**config.mk**
```make
export PLATFORM = sky130hd
export DESIGN_NAME = canfd_tx_sched
export DESIGN_NICKNAME = d
export VERILOG_FILES = /design/src/rtl/canfd_txs_pkg.sv /design/src/rtl/txs_arbiter.sv /design/src/rtl/txs_evt_fifo.sv /design/src/rtl/canfd_tx_sched.sv
export SDC_FILE = /design/constraint.sdc
export NUM_CORES = 2
export LEC_CHECK = 0
export ABC_AREA = 1
export CAP_MARGIN = 25
export CORE_AREA = 2 2 644 646
export DETAILED_ROUTE_END_ITERATION = 7
export DIE_AREA = 0 0 646 648
export GPL_TIMING_DRIVEN = 0
export SLEW_MARGIN = 20
export SYNTH_ARGS = -nofsm -noshare
export SYNTH_HDL_FRONTEND = slang
export SYNTH_SLANG_ARGS = --single-unit
export TNS_END_PERCENT = 10
```
**constraint.sdc**
```tcl
create_clock -name clk -period 57 [get_ports clk]
set_clock_uncertainty 0.05 [all_clocks]
set_input_delay 11.4 -clock clk [delete_from_list [all_inputs] [get_ports clk]]
set_output_delay 11.4 -clock clk [all_outputs]
set_load 0.01 [all_outputs]
```
**src/rtl/canfd_txs_pkg.sv**
```systemverilog
package canfd_txs_pkg;
    parameter int ID_W   = 29;
    parameter int DLC_W  = 4;
    parameter int MM_W   = 8;
    parameter int TS_W   = 16;
    parameter int CTRL_W = DLC_W + 3 + MM_W;

    // control word field positions
    localparam int CB_FDF = DLC_W;
    localparam int CB_BRS = DLC_W + 1;
    localparam int CB_LOG = DLC_W + 2;
    localparam int CB_MM  = DLC_W + 3;

    localparam logic [1:0] EVT_KIND_SENT = 2'd3;

    typedef enum logic [1:0] {
        ST_IDLE   = 2'd0,
        ST_LAUNCH = 2'd1,
        ST_BUSY   = 2'd2
    } txs_state_e;

    typedef struct packed {
        logic [ID_W-1:0]  id;
        logic [DLC_W-1:0] dlc;
        logic             fdf;
        logic             brs;
        logic [1:0]       kind;
        logic [MM_W-1:0]  marker;
        logic [TS_W-1:0]  ts;
    } txs_evt_t;
endpackage

```
**src/rtl/txs_arbiter.sv**
```systemverilog
module txs_arbiter #(
    parameter int NBUF = 32,
    parameter int ID_W = 29,
    localparam int IDX_W = (NBUF > 1) ? $clog2(NBUF) : 1
) (
    input  logic [NBUF-1:0]      cand,
    input  logic [NBUF*ID_W-1:0] ids,
    output logic                 found,
    output logic [IDX_W-1:0]     win
);
    logic [ID_W-1:0] best;

    // strict less-than keeps the earliest index on equal identifiers
    always_comb begin
        found = 1'b0;
        win   = '0;
        best  = '1;
        for (int i = 0; i < NBUF; i++) begin
            if (cand[i] && (!found || (ids[i*ID_W +: ID_W] < best))) begin
                found = 1'b1;
                best  = ids[i*ID_W +: ID_W];
                win   = IDX_W'(i);
            end
        end
    end
endmodule

```
**src/rtl/txs_evt_fifo.sv**
```systemverilog
module txs_evt_fifo
    import canfd_txs_pkg::*;
#(
    parameter int DEPTH = 4,
    localparam int PTR_W = (DEPTH > 1) ? $clog2(DEPTH) : 1,
    localparam int CNT_W = $clog2(DEPTH + 1)
) (
    input  logic             clk,
    input  logic             rst_n,
    input  logic             push,
    input  txs_evt_t         push_data,
    input  logic             pop,
    output logic [CNT_W-1:0] fill,
    output logic [PTR_W-1:0] rd_idx,
    output txs_evt_t         head,
    output logic             ovf
);
    txs_evt_t          slot [DEPTH];
    logic [PTR_W-1:0]  ri_q;
    logic [CNT_W-1:0]  cnt_q;
    logic              full, empty, acc, take;
    logic [PTR_W-1:0]  wr_idx, ri_inc;
    int unsigned       wsum;

    assign full  = (cnt_q == CNT_W'(DEPTH));
    assign empty = (cnt_q == '0);
    assign acc   = push && !full;
    assign take  = pop && !empty;

    always_comb begin
        wsum = int'(ri_q) + int'(cnt_q);
        if (wsum >= DEPTH) wsum = wsum - DEPTH;
        wr_idx = PTR_W'(wsum);
        ri_inc = (ri_q == PTR_W'(DEPTH - 1)) ? '0 : ri_q + 1'b1;
    end

    always_ff @(posedge clk or negedge rst_n) begin
        if (!rst_n) begin
            ri_q  <= '0;
            cnt_q <= '0;
            ovf   <= 1'b0;
            for (int k = 0; k < DEPTH; k++) slot[k] <= '0;
        end else begin
            ovf <= push && full;
            if (acc) slot[wr_idx] <= push_data;
            if (take) ri_q <= ri_inc;
            if (acc && !take)      cnt_q <= cnt_q + 1'b1;
            else if (take && !acc) cnt_q <= cnt_q - 1'b1;
        end
    end

    assign fill   = cnt_q;
    assign rd_idx = ri_q;
    assign head   = slot[ri_q];
endmodule

```
**src/rtl/canfd_tx_sched.sv**
```systemverilog
module canfd_tx_sched
    import canfd_txs_pkg::*;
#(
    parameter int NBUF      = 32,
    parameter int EVT_DEPTH = 4,
    localparam int IDX_W = (NBUF > 1) ? $clog2(NBUF) : 1,
    localparam int PTR_W = (EVT_DEPTH > 1) ? $clog2(EVT_DEPTH) : 1,
    localparam int CNT_W = $clog2(EVT_DEPTH + 1)
) (
    input  logic                   clk,
    input  logic                   rst_n,
    input  logic                   soft_rst,
    input  logic                   core_en,
    input  logic                   snoop_en,
    input  logic                   rdy_wr,
    input  logic [NBUF-1:0]        rdy_wdata,
    input  logic                   cxl_wr,
    input  logic [NBUF-1:0]        cxl_wdata,
    input  logic [NBUF*ID_W-1:0]   buf_id_flat,
    input  logic [NBUF*CTRL_W-1:0] buf_ctrl_flat,
    input  logic [TS_W-1:0]        ts_in,
    input  logic                   tx_done,
    input  logic                   evt_rd_inc,
    output logic [NBUF-1:0]        ready_req,
    output logic [NBUF-1:0]        cancel_req,
    output logic                   launch,
    output logic [IDX_W-1:0]       launch_idx,
    output logic                   cancel_irq,
    output logic                   evt_ovf_irq,
    output logic [CNT_W-1:0]       evt_fill,
    output logic [PTR_W-1:0]       evt_rd_idx,
    output logic [ID_W-1:0]        evt_id,
    output logic [DLC_W-1:0]       evt_dlc,
    output logic                   evt_fdf,
    output logic                   evt_brs,
    output logic [1:0]             evt_type,
    output logic [MM_W-1:0]        evt_marker,
    output logic [TS_W-1:0]        evt_ts
);
    txs_state_e        state_q, state_n;
    logic [NBUF-1:0]   ready_q, cancel_q, ready_n, cancel_n;
    logic [NBUF-1:0]   cxl_new, cxl_eff, served, cand, flight_mask, retire_mask, rdy_set;
    logic [IDX_W-1:0]  sel_q, win_idx;
    logic              win_found, may_send, retire, cirq_q;
    logic [CTRL_W-1:0] sel_ctrl;
    logic [ID_W-1:0]   sel_id;
    txs_evt_t          new_evt, head_evt;

    // ---------------- request masks ----------------
    assign may_send    = !soft_rst && core_en && !snoop_en;
    assign flight_mask = (state_q != ST_IDLE) ? (NBUF'(1) << sel_q) : '0;
    assign rdy_set     = (rdy_wr && !snoop_en) ? rdy_wdata : '0;
    assign cxl_new     = cxl_wr ? (cxl_wdata & ready_q) : '0;
    assign cxl_eff     = cancel_q | cxl_new;
    assign served      = ready_q & cxl_eff & ~flight_mask;
    assign cand        = ready_q & ~served;
    assign retire_mask = retire ? (NBUF'(1) << sel_q) : '0;
    assign ready_n     = (ready_q & ~served & ~retire_mask) | rdy_set;
    assign cancel_n    = cxl_eff & ~served & ~retire_mask;

    txs_arbiter #(.NBUF(NBUF), .ID_W(ID_W)) u_arb (
        .cand  (cand),
        .ids   (buf_id_flat),
        .found (win_found),
        .win   (win_idx)
    );

    always_ff @(posedge clk or negedge rst_n) begin
        if (!rst_n) begin
            ready_q  <= '0;
            cancel_q <= '0;
            cirq_q   <= 1'b0;
            sel_q    <= '0;
        end else begin
            ready_q  <= ready_n;
            cancel_q <= cancel_n;
            cirq_q   <= |served;
            if (state_q == ST_IDLE && may_send && win_found) sel_q <= win_idx;
        end
    end

    // ---------------- sequencer: state register ----------------
    always_ff @(posedge clk or negedge rst_n) begin
        if (!rst_n) state_q <= ST_IDLE;
        else        state_q <= state_n;
    end

    always_comb begin
        state_n = state_q;
        unique case (state_q)
            ST_IDLE:   if (may_send && win_found) state_n = ST_LAUNCH;
            ST_LAUNCH: state_n = ST_BUSY;
            ST_BUSY:   if (tx_done) state_n = ST_IDLE;
            default:   state_n = ST_IDLE;
        endcase
    end

    // ---------------- sequencer: outputs ----------------
    always_comb begin
        launch = 1'b0;
        retire = 1'b0;
        unique case (state_q)
            ST_IDLE:   ;
            ST_LAUNCH: launch = 1'b1;
            ST_BUSY:   retire = tx_done;
            default:   ;
        endcase
    end

    // ---------------- event log ----------------
    assign sel_ctrl = buf_ctrl_flat[sel_q*CTRL_W +: CTRL_W];
    assign sel_id   = buf_id_flat[sel_q*ID_W +: ID_W];

    always_comb begin
        new_evt.id     = sel_id;
        new_evt.dlc    = sel_ctrl[DLC_W-1:0];
        new_evt.fdf    = sel_ctrl[CB_FDF];
        new_evt.brs    = sel_ctrl[CB_BRS];
        new_evt.kind   = EVT_KIND_SENT;
        new_evt.marker = sel_ctrl[CB_MM +: MM_W];
        new_evt.ts     = ts_in;
    end

    txs_evt_fifo #(.DEPTH(EVT_DEPTH)) u_log (
        .clk       (clk),
        .rst_n     (rst_n),
        .push      (retire && sel_ctrl[CB_LOG]),
        .push_data (new_evt),
        .pop       (evt_rd_inc),
        .fill      (evt_fill),
        .rd_idx    (evt_rd_idx),
        .head      (head_evt),
        .ovf       (evt_ovf_irq)
    );

    assign ready_req  = ready_q;
    assign cancel_req = cancel_q;
    assign launch_idx = sel_q;
    assign cancel_irq = cirq_q;
    assign evt_id     = head_evt.id;
    assign evt_dlc    = head_evt.dlc;
    assign evt_fdf    = head_evt.fdf;
    assign evt_brs    = head_evt.brs;
    assign evt_type   = head_evt.kind;
    assign evt_marker = head_evt.marker;
    assign evt_ts     = head_evt.ts;
endmodule

```
==> reports/results.ini <==
[outcome]
outcome = complete, but fails checks
violations = negative setup slack

[finish]
fill_cells = 46400
finish.net_count = 13400
fin_util_pct = 22.7
seqCellArea_sq_mm = 0.00796
multiInputGateArea_sq_mm = 0.0469
layout-drive-gt1-share_pct = 15.6
area_growth_pct = 63.7

[clocking]
htree_levels = 2
cts_tree = built
cts_sinks = 318
cts_hold_buf = 0
clkTransAtPathRegs_ps = 60
clockRootBuffer = clkbuf_16
cts_buffer_depth = 3
clock_latency_ps = 660
cts_buffers = 38

[timing]
tightest_slew_ps = 1300
max_freq_mhz = 13.5
hold_violations = 0
min_period_ps = 74100
max_slew_margin_pct = 12.3
period_share_pct = 130
report.final.slew_viol_count = 0
fin_ws_ps = -17100
setup_violations = 5
rsz0062_at_grt = true

[drt]
firstDrtPassIters = 7
dr_total_vias = 87600
drc = 0
wl_per_cell_microns = 44.6
vias_per_cell = 5.20
drt_wl_total_mm = 751
ant_nets = 0
drt_iter0_markers = 11500

[setup_path]
startpoint_type = input pin
path_max_fanout = 10
path_buf_inv = 79
endpoint_kind = flip-flop
cp_top_family = simple AND/OR/NAND/NOR gates
critPathKind = in -> reg
arrival_ps = 74610
slowest_delay_ps = 590
path_common_cell = nand2_1
slowest_stage = or4_4
worst-endpoint-required_ps = 57510

[placed_design]
dp_hpwl_mm = 656
port_buffers = 1634
globalplace.congestion = 1.06

[floorplanning]
start_util_pct = 13.8
boundaryPins = 1635
row_count = 236
coreArea_sq_mm = 0.412
fp.dieArea_sq_mm = 0.419
fp.dieW_microns = 646
die_h_microns = 648

[global_route]
grt_overflow_total = 0
antenna_found_initial = 453
grt_first_pass_wirelength_mm = 917
grt_usage_pct = 34.3
grt_max_degree = 73
first_global_vias = 81100

[synthesis]
seq_area_frac_synth_pct = 14.0
syn_area_sq_mm = 0.0570
syn_nets = 11300
netlist.area_leader.share_pct = 16.6
ys_top_cells_by_area = ha_1 (17%), nand2_1 (15%), dfrtp_1 (14%)
yosysUniqueCellTypes = 63
post-synth-top-area-cell = ha_1
yosys_warnings = 0
postSynthCellCount = 9017
synth_area_per_cell_sq_um = 6.32
synth_ff_type = dfrtp_1
synth-edff-count = 0
synthArstFlopShare_pct = 100
synth_seq_cells = 318

[job]
max_cap_viol_count = 0

[hold_path]
hold_path.class = reg -> reg

==> routing by layer <==
layer  GRT usage (%)  wire length (microns)
met5               0                   1560
met4            34.2                  87500
met3            12.2                  77400
met2            51.2                 317000
met1            37.0                 268000
==> what timing repair did <==
| item | in CTS | in global routing |
|---|---|---|
| gates cloned | 9 | 0 |
| setup buffers | 172 | 11 |
| pin swaps | 278 | 41 |
| resized for setup | 1131 | 61 |
| setup endpoints to repair | 5 | 5 |
==> cells in the mapped netlist (all sizes together), types with 3 or more instances <==
cell and count:
a211oi 38, xnor2 3, o21bai 107, buf 130, nor2 479, nand4 108
or2 4, clkinv 11, o211ai 18, clkbuf 389, a31oi 143, a311oi 5
o221ai 18, a221oi 50, and3 3, a21oi 310, nand2 2532, nand3b 9
a31o 34, a22oi 581, o21a 5, ha 755, o22ai 112, o311ai 13
nor4 38, nand3 893, inv 703, o31ai 21, a2111oi 8, dfrtp 318
o21ai 1068, or4 15, nor3 51, a21o 32, o2111ai 3
==> cell families after synthesis <==
group | share of synthesized area [%]
compound gates | 27.7
xor+xnor | 0.0615
fa+ha+maj | 16.6
buf+inv | 9.63
flops | 14.0
mux | 0.0197
simple gates | 32.0
==> area by class of cell <==
class	count	area share (%)
buffer	519	4.89
tap	5474	7.34
clock inverter	11	0.149
multi-input combinational	7465	50.2
inverter	714	2.87
clock buffer	55	1.16
sequential	318	8.52
timing repair buffer	2057	24.2
antenna	233	0.625
==> path summary, 6_finish.rpt <==
kind	start	to	slack, ps	depth (start not counted)
setup / recovery	cxl_wdata[0]	launch_idx[3]	-17100	409
hold / removal	u_log.slot[85]	u_log.slot[85]	410	1
setup reg to reg	launch_idx[4]	launch_idx[3]	-6760	409
hold reg to reg	u_log.slot[85]	u_log.slot[85]	410	1
max in group asynchronous	rst_n	u_log.slot[190]	45040	3
min in group asynchronous	rst_n	u_log.slot[21]	10690	1
==> sequential cells by signal, summed over array words and instances, names as in the netlist <==
name / count
ready_req: 32
u_log.fill: 3
cancel_irq: 1
launch_idx: 5
cancel_req: 32
u_log.slot: 240
u_log.ovf: 1
u_log.rd_idx: 2
state_q: 2
==> stage by stage <==
stage          area, sq um  instances  hold slack (ps)  setup TNS, ps  setup slack, ps
2_1_floorplan        57200       9017              384         -43840            -8770
3_3_place_gp         80400      16100              396        -175270           -35110
3_5_place_dp         85700      16400              399        -162460           -32560
4_1_cts              92500      16600              412         -79770           -15970
5_1_grt              93100      16700              422         -97750           -19570
6_report             93400      16800              415         -85430           -17100
==> cell usage in the layout, fill, tap and decap left out, types with 38 or more instances in the layout <==
| cell type | instances |
|---|---|
| a31oi_1 | 121 |
| o21ai_4 | 49 |
| clkbuf_8 | 48 |
| nand4_1 | 106 |
| nand3_1 | 865 |
| o21ai_2 | 162 |
| a21oi_1 | 249 |
| clkdlybuf4s50_1 | 1632 |
| a21oi_2 | 56 |
| o21ai_0 | 601 |
| o22ai_1 | 112 |
| nor2_1 | 417 |
| buf_2 | 38 |
| nand2_2 | 178 |
| o21bai_1 | 107 |
| clkbuf_16 | 85 |
| nor3_1 | 44 |
| buf_12 | 107 |
| clkbuf_1 | 125 |
| diode_2 | 233 |
| dfrtp_1 | 318 |
| a22oi_1 | 581 |
| clkbuf_2 | 155 |
| inv_1 | 670 |
| nor2_2 | 48 |
| ha_1 | 727 |
| buf_4 | 219 |
| nand2_4 | 52 |
| buf_6 | 58 |
| o21ai_1 | 256 |
| buf_16 | 85 |
| nand2_1 | 2287 |
Power is left out: the tool's default activity adds up to more than one toggle a clock period on the data nets, which glitch-free logic cannot reach.
